--- src/rtl/sar_pkg.sv ---
package sar_pkg;
  typedef enum logic [1:0] {
    ST_IDLE = 2'd0,
    ST_WAIT = 2'd1,
    ST_CONV = 2'd2
  } sar_state_e;
endpackage

--- src/rtl/sar_start.sv ---
module sar_start #(
  parameter int GAP_CYC = 100
) (
  input  logic clk,
  input  logic rst_n,
  input  logic chip_sel_n,
  input  logic read_n,
  input  logic hi_byte,
  input  logic busy,
  input  logic finish,
  output logic start_acc
);
  localparam int GAP_W = $clog2(GAP_CYC + 1);

  logic             req, req_q, req_rise;
  logic [GAP_W-1:0] gap_q, gap_d;
  logic             gap_en;

  assign req      = ~chip_sel_n & ~read_n & ~hi_byte;
  assign req_rise = req & ~req_q;
  assign start_acc = req_rise & ~busy & (gap_q == '0);

  always_comb begin
    gap_en = finish | (gap_q != '0);
    gap_d  = finish ? GAP_W'(GAP_CYC) : gap_q - 1'b1;
  end

  always_ff @(posedge clk or negedge rst_n) begin
    if (!rst_n) begin
      req_q <= 1'b0;
      gap_q <= '0;
    end else begin
      req_q <= req;
      if (gap_en) gap_q <= gap_d;
    end
  end

  assert_single_start_R1: assert property (@(posedge clk) disable iff (!rst_n)
    start_acc |=> !start_acc);
endmodule

--- src/rtl/sar_seq.sv ---
module sar_seq import sar_pkg::*; #(
  parameter int RES_BITS = 12
) (
  input  logic                clk,
  input  logic                rst_n,
  input  logic                start_acc,
  input  logic                conv_clk,
  input  logic                cmp_in,
  output logic                busy,
  output logic                finish,
  output logic [RES_BITS-1:0] dac_code,
  output logic [RES_BITS-1:0] result_nxt
);
  localparam int IDX_W = $clog2(RES_BITS);

  sar_state_e          st_q, st_d;
  logic [IDX_W-1:0]    idx_q, idx_d;
  logic [RES_BITS-1:0] sar_q, sar_d, trial;
  logic                cclk_q, fall, step_en;

  assign fall    = cclk_q & ~conv_clk;
  assign step_en = start_acc | fall;

  always_comb begin
    st_d  = st_q;
    idx_d = idx_q;
    sar_d = sar_q;
    case (st_q)
      ST_IDLE: if (start_acc) begin
        st_d  = ST_WAIT;
        sar_d = '0;
        idx_d = IDX_W'(RES_BITS - 1);
      end
      ST_WAIT: if (fall) st_d = ST_CONV;
      ST_CONV: if (fall) begin
        sar_d[idx_q] = cmp_in;
        if (idx_q == '0) st_d = ST_IDLE;
        else             idx_d = idx_q - 1'b1;
      end
      default: st_d = ST_IDLE;
    endcase
  end

  always_comb begin
    trial = '0;
    if (st_q == ST_CONV) trial[idx_q] = 1'b1;
  end

  assign dac_code   = sar_q | trial;
  assign busy       = (st_q != ST_IDLE);
  assign finish     = (st_q == ST_CONV) & fall & (idx_q == '0);
  assign result_nxt = sar_d;

  always_ff @(posedge clk or negedge rst_n) begin
    if (!rst_n) begin
      st_q   <= ST_IDLE;
      idx_q  <= '0;
      sar_q  <= '0;
      cclk_q <= 1'b0;
    end else begin
      cclk_q <= conv_clk;
      if (step_en) begin
        st_q  <= st_d;
        idx_q <= idx_d;
        sar_q <= sar_d;
      end
    end
  end

  assert_clear_at_start_R2: assert property (@(posedge clk) disable iff (!rst_n)
    $rose(busy) |-> (sar_q == '0));
  assert_no_restart_R3: assert property (@(posedge clk) disable iff (!rst_n)
    (busy && $past(busy)) |-> (idx_q <= $past(idx_q)));
  assert_hold_between_falls_R5: assert property (@(posedge clk) disable iff (!rst_n)
    (busy && $past(busy) && !$past(fall)) |-> ($stable(sar_q) && $stable(idx_q)));
endmodule

--- src/rtl/sar_result.sv ---
module sar_result #(
  parameter int RES_BITS = 12,
  parameter int BYTE_W   = 8
) (
  input  logic                clk,
  input  logic                rst_n,
  input  logic                finish,
  input  logic [RES_BITS-1:0] result_nxt,
  input  logic                hi_byte,
  output logic                done,
  output logic [BYTE_W-1:0]   data_out
);
  localparam int HI_W = RES_BITS - BYTE_W;

  logic [RES_BITS-1:0] word_q;

  always_ff @(posedge clk or negedge rst_n) begin
    if (!rst_n) begin
      word_q <= '0;
      done   <= 1'b0;
    end else begin
      done <= finish;
      if (finish) word_q <= result_nxt;
    end
  end

  assign data_out = hi_byte ? {{(BYTE_W - HI_W){1'b0}}, word_q[RES_BITS-1:BYTE_W]}
                            : word_q[BYTE_W-1:0];

  assert_done_single_R7: assert property (@(posedge clk) disable iff (!rst_n)
    done |=> !done);
endmodule

--- src/rtl/sar_conv_ctrl.sv ---
module sar_conv_ctrl #(
  parameter int RES_BITS = 12,
  parameter int BYTE_W   = 8,
  parameter int GAP_CYC  = 100
) (
  input  logic                clk,
  input  logic                rst_n,
  input  logic                chip_sel_n,
  input  logic                read_n,
  input  logic                hi_byte,
  input  logic                conv_clk,
  input  logic                cmp_in,
  output logic [RES_BITS-1:0] dac_code,
  output logic                busy,
  output logic                done,
  output logic                data_oe,
  output logic [BYTE_W-1:0]   data_out
);
  logic [1:0]          rsync_q;
  logic                rst_ni;
  logic                start_acc, finish;
  logic [RES_BITS-1:0] result_nxt;

  always_ff @(posedge clk or negedge rst_n) begin
    if (!rst_n) rsync_q <= 2'b00;
    else        rsync_q <= {rsync_q[0], 1'b1};
  end
  assign rst_ni = rsync_q[1];

  sar_start #(.GAP_CYC(GAP_CYC)) u_start (
    .clk(clk), .rst_n(rst_ni), .chip_sel_n(chip_sel_n), .read_n(read_n),
    .hi_byte(hi_byte), .busy(busy), .finish(finish), .start_acc(start_acc));

  sar_seq #(.RES_BITS(RES_BITS)) u_seq (
    .clk(clk), .rst_n(rst_ni), .start_acc(start_acc), .conv_clk(conv_clk),
    .cmp_in(cmp_in), .busy(busy), .finish(finish), .dac_code(dac_code),
    .result_nxt(result_nxt));

  sar_result #(.RES_BITS(RES_BITS), .BYTE_W(BYTE_W)) u_res (
    .clk(clk), .rst_n(rst_ni), .finish(finish), .result_nxt(result_nxt),
    .hi_byte(hi_byte), .done(done), .data_out(data_out));

  assign data_oe = busy | (~chip_sel_n & ~read_n);

  assert_done_idle_R7: assert property (@(posedge clk) disable iff (!rst_ni)
    done |-> !busy);
  assert_gap_after_done_R8: assert property (@(posedge clk) disable iff (!rst_ni)
    done |=> !busy);
endmodule

--- config.mk ---
export PLATFORM = sky130hd
export DESIGN_NAME = sar_conv_ctrl
export DESIGN_NICKNAME = d
export VERILOG_FILES = /design/src/rtl/sar_pkg.sv /design/src/rtl/sar_start.sv /design/src/rtl/sar_seq.sv /design/src/rtl/sar_result.sv /design/src/rtl/sar_conv_ctrl.sv
export SDC_FILE = /design/constraint.sdc
export NUM_CORES = 1
export LEC_CHECK = 0
export BUFFER_PORTS_ARGS = -buffer_cell sky130_fd_sc_hd__buf_2
export CAP_MARGIN = 20
export CORE_MARGIN = 5
export CORE_UTILIZATION = 45
export CTS_BUF_LIST = sky130_fd_sc_hd__clkbuf_8
export CTS_CLUSTER_DIAMETER = 40
export DETAILED_ROUTE_END_ITERATION = 12
export GPL_ROUTABILITY_DRIVEN = 0
export MAX_ROUTING_LAYER = met4
export PLACE_DENSITY_LB_ADDON = 0.15
export SETUP_SLACK_MARGIN = 0.02
export SLEW_MARGIN = 20
export SYNTH_ARGS = -nofsm -noshare
export SYNTH_HDL_FRONTEND = slang
export SYNTH_SLANG_ARGS = --single-unit
export TNS_END_PERCENT = 50
--- constraint.sdc ---
create_clock -name clk -period 2 [get_ports clk]
set_clock_uncertainty 0.15 [all_clocks]
set_input_delay 0.1 -clock clk [delete_from_list [all_inputs] [get_ports clk]]
set_output_delay 0.1 -clock clk [all_outputs]
set_load 0.01 [all_outputs]
==> parameters.txt, run 1 <==
Parameter                              Value

Power and ir drop
  Power spent charging and discharging nets ... just under 0.0009 W
  Power Dens Cells ... 999 nW/um^2
  Largest voltage drop on the vdd net ... 0.391 mV
  Leakage power figure ... 1.46 nW
  Overall power consumption ... roughly 0.0027 W
  Combinational cell fraction of total power ... 0.312
  Clock share of power ... 0.244
  Reg power frac ... 0.445
  Internal Pwr Total ... approximately 0.0018 W
  Net switching fraction of the power ... 0.328

Floorplanning
  Vertical die dimension ... 80.4 microns
  Total Die Area ... approximately 6500 sq um
  Number of core rows ... 25
  Core Region ... between 4000 and 5000 sq um
  Starting density of the core ... 0.469
  Horizontal die dimension ... 80.4 microns
  Number of placed I/O pins ... 30

Final layout
  Number of inserted filler cells in the final layout ... around 450
  Layout overhead on the synthesized area ... 22.5%
  Fraction of the core area covered by cells at the end of the flow ... 0.575
  Share of layout cells above drive strength 1 ... 0.254
  Ant diodes ... 0
  Final net count ... 291

Setup path
  Type of the worst setup path ... flop to output pin
  Sort of element at the start of the critical path ... flop
  Arrival time at the worst endpoint ... 1.63 ns
  Crit path capture type ... output pin
  Worst Path Max Fanout ... 6
  Required arrival time at the worst endpoint ... approximately 1.8 ns

Synth
  Post-synthesis cell area ... 2230 sq um
  Post-synthesis sequential area ratio ... 0.471
  Gate count after technology mapping ... ~230
  Post-synthesis cell type count ... 42
  Mean instance size in the synthesized netlist ... a little under 10 sq um
  Seq cells post-synth ... between 40 and 50
  Total number of yosys warnings ... 0
  Post-synthesis net count ... between 200 and 250

Drt
  Average wire per cell in the routed design ... about 15 microns
  DRC violation count after routing ... 0
  Drt initial violations ... 113
  Routed wire length ... roughly 5200 microns
  Via density ... 5.22
  Antenna viol nets, final ... 0
  Vias post-DR ... 1810
  Detailed Routing Iterations Pass 1 ... 4

STA
  Part of the cycle the worst path needs ... 0.940
  Minimum clock period ... roughly 1.9 ns
  Setup repair after global routing missed its margin ... true
  Worst-Margin Slew ... 0.600 ns
  Setup TNS after final layout ... 0 ns
  Fin. max-slew vios ... 0
  Final worst setup slack ... 0.121 ns
  Fmax ... between 0.5 and 0.6 GHz
  Final Hold Slack ... just over 0.1 ns
  Slew Limit Headroom ... 0.600
  Endpoints failing hold ... 0
  Total of endpoints with negative setup slack in the final report ... 0

Min path
  Worst hold path type ... flop to asynchronous set/reset pin

Clock network
  Number of clock sinks ... 42
  Reg clk slew, reported paths ... ~0.090 ns
  Clock tree buffer depth ... 2
  Later-pin clock latency in the skew report ... 0.30 ns
  Cell at the root of the clock tree ... sky130_fd_sc_hd__clkbuf_8
  Count of H-tree levels built during CTS ... 2
  Clock tree from TritonCTS ... built
  Inserted Clock Buffers ... 5

Global routing
  Antenna violations before repair ... 0
  Largest net degree at the start of global routing ... 29
  Number of global-route vias before repair ... roughly 1700
  Wire length of the first global-routing pass ... 8840 microns
  GRT overflow ... 0
  Aggregate global-route resource usage ... 0.186

Run
  Number of max-cap violations ... 0

Placement
  Port Buffers ... 29
  Detailed Place HPWL ... 3770 microns
  Pre-CTS worst setup slack ... roughly 0.11 ns

Outcome
  Run status ... finished clean
cells in the mapped netlist (all sizes together):
master    n  area [sq um]
a2111oi   1          8.76
a211oi    2          15.0
a21boi    8          60.1
a21o     15           113
a21oi     9          45.0
a31oi     2          12.5
a32o      3          30.0
a41oi     1          16.3
and2      2          12.5
and4bb    1          12.5
buf       7          43.8
clkbuf    6          23.8
conb      1          3.75
dfrtp    42          1050
ha        5          62.6
inv       9          33.8
mux2      4          45.0
mux2i     5          50.1
nand2    27           101
nand2b    3          18.8
nand3     9          50.1
nand4     3          18.8
nor2     20          75.1
nor2b     6          37.5
nor3      3          15.0
nor3b     5          37.5
nor4      3          18.8
nor4b     2          47.6
nor4bb    1          10.0
o21ai    17          85.1
o31ai     1          7.51
or2       2          12.5
or2b      1          7.51
or3       1          6.26
xnor2     4          35.0
xor2      1          8.76
metrics by stage:
stage | std cells | instance area, sq um
global placement | 333 | 2540
detailed placement | 333 | 2540
floorplan | 232 | 2230
global route | 347 | 2730
CTS | 347 | 2720
finish | 347 | 2730
cell families after synthesis:
| logic type | Yosys count | synth area share |
|---|---|---|
| xor gates and xnor gates | 5 | 0.0196 |
| DFF | 42 | 0.471 |
| AOI/OAI and AO/OA | 59 | 0.176 |
| adders and majority gates | 5 | 0.0280 |
| muxes | 9 | 0.0426 |
| and+or+nand+nor | 89 | 0.216 |
| buffers and inverters | 22 | 0.0454 |
| other | 1 | 0.00168 |
routing by layer:
layer / wire, microns / track usage / up-vias
met5: 0 / - / -
met4: 48 / 0.0507 / 0
met3: 291 / 0.0448 / 6
met2: 2170 / 0.254 / 48
met1: 2670 / 0.273 / 856
li1: - / - / 900
flip-flops by register name, indices dropped and copies added (netlist names):
signal and cells:
u_start.req_q 1, u_res.word_q 12, u_seq.sar_q 12, u_seq.idx_q 4, u_seq.cclk_q 1, u_res.done 1, u_start.gap_q 7, rsync_q 2
u_seq.st_q 2
final cells by class:
class | count | area, sq um | area share
clock buffers | 5 | 68.8 | 0.0252
inverters | 9 | 33.8 | 0.0124
repair buffers | 53 | 353 | 0.129
clock inverters | 3 | 40.0 | 0.0146
flip-flops and latches | 42 | 1050 | 0.385
well taps | 67 | 83.8 | 0.0307
multi-input cells | 168 | 1100 | 0.403
critical path: stages (launching register included):
cell                      delay, ns
sky130_fd_sc_hd__dfrtp_2       0.44
sky130_fd_sc_hd__inv_1         0.09
sky130_fd_sc_hd__ha_1          0.17
sky130_fd_sc_hd__nor3b_2       0.23
sky130_fd_sc_hd__buf_4         0.17
sky130_fd_sc_hd__a21o_1        0.12
sky130_fd_sc_hd__buf_2         0.12
worst paths after layout:
| path | slack, ns | cells after the start | start | endpoint |
|---|---|---|---|---|
| min in group clk | 0.11 | 4 | read_n | u_seq.idx_q[3]$_DFFE_PN0P_ |
| hold / removal | 0.10 | 0 | rsync_q[1]$_DFF_PN0_ | u_seq.cclk_q$_DFF_PN0_ |
| hold reg to reg | 0.10 | 0 | rsync_q[1]$_DFF_PN0_ | u_seq.cclk_q$_DFF_PN0_ |
| max in group asynchronous | 1.03 | 1 | rsync_q[1]$_DFF_PN0_ | u_start.gap_q[2]$_DFFE_PN0P_ |
| setup / recovery | 0.12 | 6 | u_seq.idx_q[0]$_DFFE_PN0P_ | dac_code[0] |
| setup reg to reg | 0.13 | 7 | u_start.gap_q[0]$_DFFE_PN0P_ | u_seq.sar_q[2]$_DFFE_PN0P_ |
cells in the final DEF, fill, tap and decap left out, types with 3 or more instances in the layout:
cell type | synthesis | final
sky130_fd_sc_hd__a21boi_0 | 8 | 8
sky130_fd_sc_hd__a21o_1 | 15 | 15
sky130_fd_sc_hd__a21oi_1 | 9 | 9
sky130_fd_sc_hd__a32o_1 | 3 | 3
sky130_fd_sc_hd__buf_2 | 5 | 29
sky130_fd_sc_hd__buf_4 | 1 | 17
sky130_fd_sc_hd__clkbuf_8 | 0 | 5
sky130_fd_sc_hd__dfrtp_1 | 42 | 41
sky130_fd_sc_hd__dlygate4sd3_1 | 0 | 6
sky130_fd_sc_hd__ha_1 | 5 | 5
sky130_fd_sc_hd__inv_1 | 8 | 8
sky130_fd_sc_hd__mux2_2 | 4 | 4
sky130_fd_sc_hd__mux2i_1 | 5 | 5
sky130_fd_sc_hd__nand2_1 | 27 | 27
sky130_fd_sc_hd__nand3_1 | 8 | 8
sky130_fd_sc_hd__nand4_1 | 3 | 3
sky130_fd_sc_hd__nor2_1 | 20 | 20
sky130_fd_sc_hd__nor2b_1 | 6 | 6
sky130_fd_sc_hd__nor3b_1 | 5 | 3
sky130_fd_sc_hd__nor4_1 | 3 | 3
sky130_fd_sc_hd__o21ai_0 | 17 | 17
sky130_fd_sc_hd__xnor2_1 | 4 | 4
repair_timing:
action,4_1_cts,5_1_grt
setup buffers,0,0
resized for setup,1,5
pin swaps,0,1
endpoints found under the hold margin,5,0
endpoints found under the setup margin,1,11
hold buffers,6,0
power by group through the flow:
stage / clock [W] / sequential [W] / combinational, W
6_report: 0.000665 / 0.00121 / 0.000852
5_1_grt: 0.000734 / 0.00124 / 0.000950
4_1_cts: 0.000684 / 0.00121 / 0.000854
3_5_place_dp: 0 / 0.00122 / 0.000841
3_3_place_gp: 0 / 0.00122 / 0.000825
2_1_floorplan: 0 / 0.00118 / 0.000580
(Power assumes the default switching activity.)
==> inputs of run 2 (changes only) <==
BUFFER_PORTS_ARGS = default   (was -buffer_cell sky130_fd_sc_hd__buf_2)
DONT_BUFFER_PORTS = 1   (was default)
==> parameters.txt, run 2 (synthesis results as in run 1) <==
Parameter                              Value

Drt
  DR top layer ... met4 (unchanged)
  Antenna viol nets, final ... 0 (unchanged)
  Drt initial violations ... 67 (was 113)
  Detailed Routing Iterations Pass 1 ... 4 (unchanged)
  Total length of routed met2 wires ... 2120 microns (was 2170 microns)
  Vias post-DR ... 1690 (was 1810)
  Average wire per cell in the routed design ... 16.1 microns (was 14.9 microns)
  Routed wire length ... 5120 microns (was 5170 microns)
  DRC violation count after routing ... 0 (unchanged)
  Met3 wire length ... 234 microns (was 291 microns)
  Via density ... 5.30 (was 5.22)
  WL met1 ... 2710 microns (was 2670 microns)

Outcome
  Run status ... finished clean (unchanged)

Setup path
  Total buffers and inverters traversed by the critical path ... 3 (unchanged)
  Family with the most delay on the worst path ... simple AND/OR/NAND/NOR gates (was flip-flops)
  Reg2Reg Launch Point ... u_start.gap_q[0]$_DFFE_PN0P_ (unchanged)
  Crit-path max cell delay ... 0.40 ns (was 0.44 ns)
  Cell at the slowest stage of the critical path ... sky130_fd_sc_hd__dfrtp_1 (was sky130_fd_sc_hd__dfrtp_2)
  CP most frequent cell ... sky130_fd_sc_hd__buf_4
  Origin of the worst setup path ... u_start.gap_q[0]$_DFFE_PN0P_ (was u_seq.idx_q[0]$_DFFE_PN0P_)
  Type of the worst setup path ... flop to flop (was flop to output pin)
  Required arrival time at the worst endpoint ... 2.04 ns (was 1.75 ns)
  Crit path capture type ... flop (was output pin)
  Sort of element at the start of the critical path ... flop (unchanged)
  Critical path cell sequence ... inv_1, ha_2, nor4b_4, buf_4, nand4_1, buf_4, and2_4 (was inv_1, ha_1, nor3b_2, buf_4, a21o_1, buf_2)
  Arrival time at the worst endpoint ... 1.89 ns (was 1.63 ns)
  Worst Path Max Fanout ... 6 (unchanged)

STA
  Endpoints failing hold ... 0 (unchanged)
  Fin. max-slew vios ... 0 (unchanged)
  Minimum clock period ... 1.85 ns (was 1.88 ns)
  Fmax ... 0.541 GHz (was 0.532 GHz)
  Part of the cycle the worst path needs ... 0.924 (was 0.940)
  Final worst setup slack ... 0.152 ns (was 0.121 ns)
  Worst-Margin Slew ... 0.543 ns (was 0.600 ns)
  Total of endpoints with negative setup slack in the final report ... 0 (unchanged)
  Final Hold Slack ... 0.0224 ns (was 0.101 ns)
  Setup TNS after final layout ... 0 ns (unchanged)
  Setup repair after global routing missed its margin ... true (unchanged)
  Slew Limit Headroom ... 0.629 (was 0.600)

Power and ir drop
  Reg power frac ... 0.454 (was 0.445)
  Internal Pwr Total ... 0.00179 W (was 0.00184 W)
  Combinational cell fraction of total power ... 0.299 (was 0.312)
  Clock share of power ... 0.247 (was 0.244)
  Net switching fraction of the power ... 0.330 (was 0.328)
  Leakage power figure ... 1.31 nW (was 1.46 nW)
  Power spent charging and discharging nets ... 0.000878 W (was 0.000895 W)
  Largest voltage drop on the vdd net ... 0.542 mV (was 0.391 mV)
  Power Dens Cells ... 1020 nW/um^2 (was 999 nW/um^2)

Global routing
  Largest net degree at the start of global routing ... 29 (unchanged)
  Wire length of the first global-routing pass ... 8570 microns (was 8840 microns)
  Antenna violations before repair ... 0 (unchanged)
  Number of global-route vias before repair ... 1659 (was 1707)
  Aggregate global-route resource usage ... 0.180 (was 0.186)
  GRT overflow ... 0 (unchanged)

Placement
  Pre-CTS worst setup slack ... 0.123 ns (was 0.108 ns)
  Port Buffers ... 0 (was 29)
  Detailed Place HPWL ... 3640 microns (was 3770 microns)

Floorplanning
  Core Region ... 4750 sq um (unchanged)
  Starting density of the core ... 0.469 (unchanged)
  Vertical die dimension ... 80.4 microns (unchanged)
  Number of core rows ... 25 (unchanged)
  Number of placed I/O pins ... 30 (unchanged)
  Total Die Area ... 6470 sq um (unchanged)
  Horizontal die dimension ... 80.4 microns (unchanged)

Final layout
  Ant diodes ... 0 (unchanged)
  Layout overhead on the synthesized area ... 16.8% (was 22.5%)
  Most common cell after layout, fill and taps aside ... sky130_fd_sc_hd__dfrtp_1 (unchanged)
  Final net count ... 263 (was 291)
  Top library cells by usage in the layout, fill and taps aside ... sky130_fd_sc_hd__dfrtp_1 (41), sky130_fd_sc_hd__nand2_1 (27), sky130_fd_sc_hd__nor2_1 (20) (was sky130_fd_sc_hd__dfrtp_1 (41), sky130_fd_sc_hd__buf_2 (29), sky130_fd_sc_hd__nand2_1 (27))
  Share of layout cells above drive strength 1 ... 0.163 (was 0.254)
  Leading registers by flop count ... u_res.word_q (12), u_seq.sar_q (12), u_start.gap_q (7) (unchanged)

Clock network
  Later-pin clock latency in the skew report ... 0.30 ns (about the same)
  Clock tree from TritonCTS ... built (unchanged)
  Inserted Clock Buffers ... 5 (unchanged)
  Number of clock sinks ... 42 (unchanged)
  Clock tree buffer depth ... 2 (unchanged)
  Reg clk slew, reported paths ... 0.08 ns (was 0.09 ns)
  Cell at the root of the clock tree ... sky130_fd_sc_hd__clkbuf_8 (unchanged)
  Count of H-tree levels built during CTS ... 2 (unchanged)

Min path
  Worst hold path type ... flop to asynchronous set/reset pin (unchanged)

Run
  Number of max-cap violations ... 0 (unchanged)
## run 2: changes by cell type in the layout (fill, tap and decap cells not counted), moves of 2 or more
| cell | previous run | this run |
|---|---|---|
| sky130_fd_sc_hd__buf_2 | 29 | 0 |
| sky130_fd_sc_hd__inv_1 | 8 | 10 |
| sky130_fd_sc_hd__dlygate4sd3_1 | 6 | 8 |
| sky130_fd_sc_hd__clkinv_2 | 2 | 0 |
## run 2: area by class of cell
type	count	area [sq um]
Clock inverter	3	37.5
Inverter	9	33.8
Sequential cell	42	1050
Clock buffer	5	68.8
Tap cell	67	83.8
Multi-Input combinational cell	168	1110
Fill cell	447	2150
Timing Repair Buffer	25	220
## run 2: worst paths after layout
path	slack, ns	cells past startpoint	to
min	0.02	0	u_seq.cclk_q$_DFF_PN0_
min reg2reg	0.02	0	u_seq.cclk_q$_DFF_PN0_
min in group clk	0.05	3	u_seq.sar_q[8]$_DFFE_PN0P_
max in group asynchronous	1.16	2	rsync_q[1]$_DFF_PN0_
max reg2reg	0.15	7	u_seq.idx_q[2]$_DFFE_PN0P_
max	0.15	7	u_seq.idx_q[2]$_DFFE_PN0P_
## run 2: timing repair
item | 4_1_cts | 5_1_grt
buffers inserted | 0 | 1
endpoints found under the hold margin | 20 | 0
gates resized for setup | 0 | 7
hold buffers | 8 | 0
setup endpoints to repair | 0 | 17
## run 2: worst reg2reg max path, stage by stage, from the launching register on
cell and delay, ns:
sky130_fd_sc_hd__dfrtp_1 0.40, sky130_fd_sc_hd__inv_1 0.07, sky130_fd_sc_hd__ha_2 0.17, sky130_fd_sc_hd__nor4b_4 0.26, sky130_fd_sc_hd__buf_4 0.20, sky130_fd_sc_hd__nand4_1 0.17
sky130_fd_sc_hd__buf_4 0.20, sky130_fd_sc_hd__and2_4 0.12
## run 2: layer usage
layer,global-route usage,vias up
met5,-,-
met4,0.0574,0
met3,0.0426,5
met2,0.250,42
met1,0.257,799
li1,-,844
## run 2: power groups by stage
stage,sequential (W),clock (W),combinational (W)
3_3_place_gp,0.00122,0,0.000755
5_1_grt,0.00124,0.000708,0.000888
2_1_floorplan,0.00118,0,0.000580
6_report,0.00121,0.000657,0.000796
4_1_cts,0.00121,0.000671,0.000785
3_5_place_dp,0.00122,0,0.000766
## run 2: per-stage QoR
stage | power, W | area (sq um) | std cells | util
after floorplan | 0.00176 | 2230 | 232 | -
after global placement | 0.00197 | 2380 | 302 | 0.501
after detailed placement | 0.00199 | 2380 | 302 | 0.501
after CTS | 0.00266 | 2570 | 318 | 0.540
after global routing | 0.00283 | 2610 | 319 | 0.548
final | 0.00266 | 2610 | 319 | 0.548
==> inputs of run 3 (changes only) <==
CORE_ASPECT_RATIO = 0.5   (was default)
clock period = 1.71 ns   (was 2 ns; I/O delays follow)
==> parameters.txt, run 3 (synthesis results as in run 1) <==
Parameter                              Value

Outcome
  Failing checks ... setup timing
  Run status ... complete, but fails checks (was finished clean)

Clock network
  Later-pin clock latency in the skew report ... 0.29 ns (was 0.30 ns)
  Clock tree from TritonCTS ... built (unchanged)
  Cell at the root of the clock tree ... sky130_fd_sc_hd__clkbuf_8 (unchanged)
  Number of clock sinks ... 42 (unchanged)
  Count of H-tree levels built during CTS ... 2 (unchanged)
  Inserted Clock Buffers ... 5 (unchanged)
  Clock tree buffer depth ... 2 (unchanged)
  Reg clk slew, reported paths ... 0.09 ns (was 0.08 ns)

Setup path
  Required arrival time at the worst endpoint ... 1.77 ns (was 2.04 ns)
  Arrival time at the worst endpoint ... 1.92 ns (was 1.89 ns)
  R2R Setup Slk ... -0.15 ns (was 0.15 ns)
  Cell at the slowest stage of the critical path ... sky130_fd_sc_hd__dfrtp_1 (unchanged)
  Reg2Reg Launch Point ... u_start.gap_q[1]$_DFFE_PN0P_ (was u_start.gap_q[0]$_DFFE_PN0P_)
  Total buffers and inverters traversed by the critical path ... 2 (was 3)
  R2r endpoint ... u_seq.idx_q[1]$_DFFE_PN0P_ (was u_seq.idx_q[2]$_DFFE_PN0P_)
  Crit-path max cell delay ... 0.39 ns (was 0.40 ns)
  Crit path capture type ... flop (unchanged)
  Family with the most delay on the worst path ... simple AND/OR/NAND/NOR gates (unchanged)
  Sort of element at the start of the critical path ... flop (unchanged)
  Worst Path Max Fanout ... 4 (was 6)
  Critical path cell sequence ... inv_2, ha_4, nor4b_4, buf_4, nand4_1, nor3b_2, a21oi_1 (was inv_1, ha_2, nor4b_4, buf_4, nand4_1, buf_4, and2_4)
  R2R depth ... 7 (unchanged)
  Type of the worst setup path ... flop to flop (unchanged)

STA
  Worst-Margin Slew ... 0.522 ns (was 0.543 ns)
  Final worst setup slack ... -0.146 ns (was 0.152 ns)
  Total of endpoints with negative setup slack in the final report ... 18 (was 0)
  Part of the cycle the worst path needs ... 1.09 (was 0.924)
  Fmax ... 0.539 GHz (was 0.541 GHz)
  Final Hold Slack ... 0.00553 ns (was 0.0224 ns)
  Minimum clock period ... 1.86 ns (was 1.85 ns)
  Endpoints failing hold ... 0 (unchanged)
  Fin. max-slew vios ... 0 (unchanged)
  Setup repair after global routing missed its margin ... true (unchanged)
  Slew Limit Headroom ... 0.652 (was 0.629)

Final layout
  Most common cell after layout, fill and taps aside ... sky130_fd_sc_hd__buf_4 (was sky130_fd_sc_hd__dfrtp_1)
  Share of layout cells above drive strength 1 ... 0.353 (was 0.163)
  Layout overhead on the synthesized area ... 32.8% (was 16.8%)
  Fraction of the core area covered by cells at the end of the flow ... 0.610 (was 0.548)
  Post-route cell area ... 2970 sq um (was 2610 sq um)
  Ant diodes ... 0 (unchanged)
  Final net count ... 289 (was 263)
  Top library cells by usage in the layout, fill and taps aside ... sky130_fd_sc_hd__buf_4 (41), sky130_fd_sc_hd__dfrtp_1 (40), sky130_fd_sc_hd__nand2_1 (25) (was sky130_fd_sc_hd__dfrtp_1 (41), sky130_fd_sc_hd__nand2_1 (27), sky130_fd_sc_hd__nor2_1 (20))
  Post-layout instance count excluding filler cells ... 348 (was 319)
  Leading registers by flop count ... u_res.word_q (12), u_seq.sar_q (12), u_start.gap_q (7) (unchanged)

Global routing
  Antenna violations before repair ... 0 (unchanged)
  Aggregate global-route resource usage ... 0.189 (was 0.180)
  GRT overflow ... 0 (unchanged)
  Number of global-route vias before repair ... 1819 (was 1659)
  Wire length of the first global-routing pass ... 9080 microns (was 8570 microns)
  Largest net degree at the start of global routing ... 41 (was 29)

Power and ir drop
  Overall power consumption ... 0.00357 W (was 0.00266 W)
  Leakage power figure ... 1.46 nW (was 1.31 nW)
  Largest voltage drop on the vdd net ... 0.612 mV (was 0.542 mV)
  Power Dens Cells ... 1200 nW/um^2 (was 1020 nW/um^2)

Floorplanning
  Number of core rows ... 18 (was 25)
  Core Region ... 4860 sq um (was 4750 sq um)
  Total Die Area ... 6550 sq um (was 6470 sq um)
  Starting density of the core ... 0.459 (was 0.469)
  Horizontal die dimension ... 110 microns (was 80.4 microns)
  Vertical die dimension ... 59.8 microns (was 80.4 microns)
  Number of placed I/O pins ... 30 (unchanged)

Placement
  Detailed Place HPWL ... 3910 microns (was 3640 microns)
  Number of placed instances, taps included ... 330 (was 302)
  Port Buffers ... 0 (unchanged)
  Cell area reported after detailed placement ... 2580 sq um (was 2380 sq um)

Drt
  Vias post-DR ... 1819 (was 1690)
  Drt initial violations ... 97 (was 67)
  Via density ... 5.23 (was 5.30)
  Routed wire length ... 5510 microns (was 5120 microns)
  Detailed Routing Iterations Pass 1 ... 4 (unchanged)
  DRC violation count after routing ... 0 (unchanged)
  Average wire per cell in the routed design ... 15.8 microns (was 16.1 microns)
  Antenna viol nets, final ... 0 (unchanged)

Min path
  Hold Path Cell Cnt ... 1
  Endpoint with the worst hold slack ... u_seq.cclk_q$_DFF_PN0_
  Hold_sp ... conv_clk
  Worst hold path type ... primary input to flop (was flop to asynchronous set/reset pin)

Run
  Number of max-cap violations ... 0 (unchanged)
run 3: worst max-delay path by stage:
stage,start,end,depth (start not counted)
finish,u_start.gap_q[1]$_DFFE_PN0P_,u_seq.idx_q[1]$_DFFE_PN0P_,7
global route,u_start.gap_q[1]$_DFFE_PN0P_,u_seq.idx_q[1]$_DFFE_PN0P_,7
CTS,u_start.gap_q[1]$_DFFE_PN0P_,u_seq.idx_q[1]$_DFFE_PN0P_,7
detailed placement,u_start.gap_q[1]$_DFFE_PN0P_,u_seq.idx_q[1]$_DFFE_PN0P_,7
global placement,u_start.gap_q[1]$_DFFE_PN0P_,u_start.gap_q[5]$_DFFE_PN0P_,5
floorplan,u_start.gap_q[0]$_DFFE_PN0P_,u_seq.sar_q[5]$_DFFE_PN0P_,7
run 3: per-stage QoR:
stage / setup TNS (ns) / setup WS [ns]
finish: -1.09 / -0.146
floorplan: -0.242 / -0.132
global route: -3.06 / -0.218
detailed placement: -0.960 / -0.117
CTS: -0.774 / -0.0941
global placement: -0.619 / -0.0716
run 3: timing repair:
item	in CTS	in global routing
setup buffers	4	2
hold buffers	6	0
endpoints found under the setup margin	31	48
gates resized for setup	25	35
endpoints found under the hold margin	15	0
pin swaps	16	9
run 3: where the power goes:
group          switching (W)  internal, W
sequential          0.000155      0.00122
combinational       0.000682     0.000727
clock               0.000360     0.000430
total                0.00120      0.00237
run 3: worst register-to-register path: stages (launching register included):
cell and delay (ns):
sky130_fd_sc_hd__dfrtp_1 0.39, sky130_fd_sc_hd__inv_2 0.07, sky130_fd_sc_hd__ha_4 0.12, sky130_fd_sc_hd__nor4b_4 0.27, sky130_fd_sc_hd__buf_4 0.17, sky130_fd_sc_hd__nand4_1 0.22, sky130_fd_sc_hd__nor3b_2 0.25, sky130_fd_sc_hd__a21oi_1 0.13
run 3: metal layers:
layer,vias to the layer above,GRT usage,share of wire
met3,2,0.0475,0.037
met2,22,0.296,0.46
met1,902,0.251,0.50
met4,0,0.0373,0.0045
li1,893,-,-
met5,-,-,0
run 3: final cells by class:
class	instances	area (sq um)
inverter	9	36.3
fill	429	1900
clock inverter	3	41.3
sequential	42	1050
clock buffer	5	68.8
timing repair buffer	51	415
tap	70	87.6
multi-input combinational	168	1260
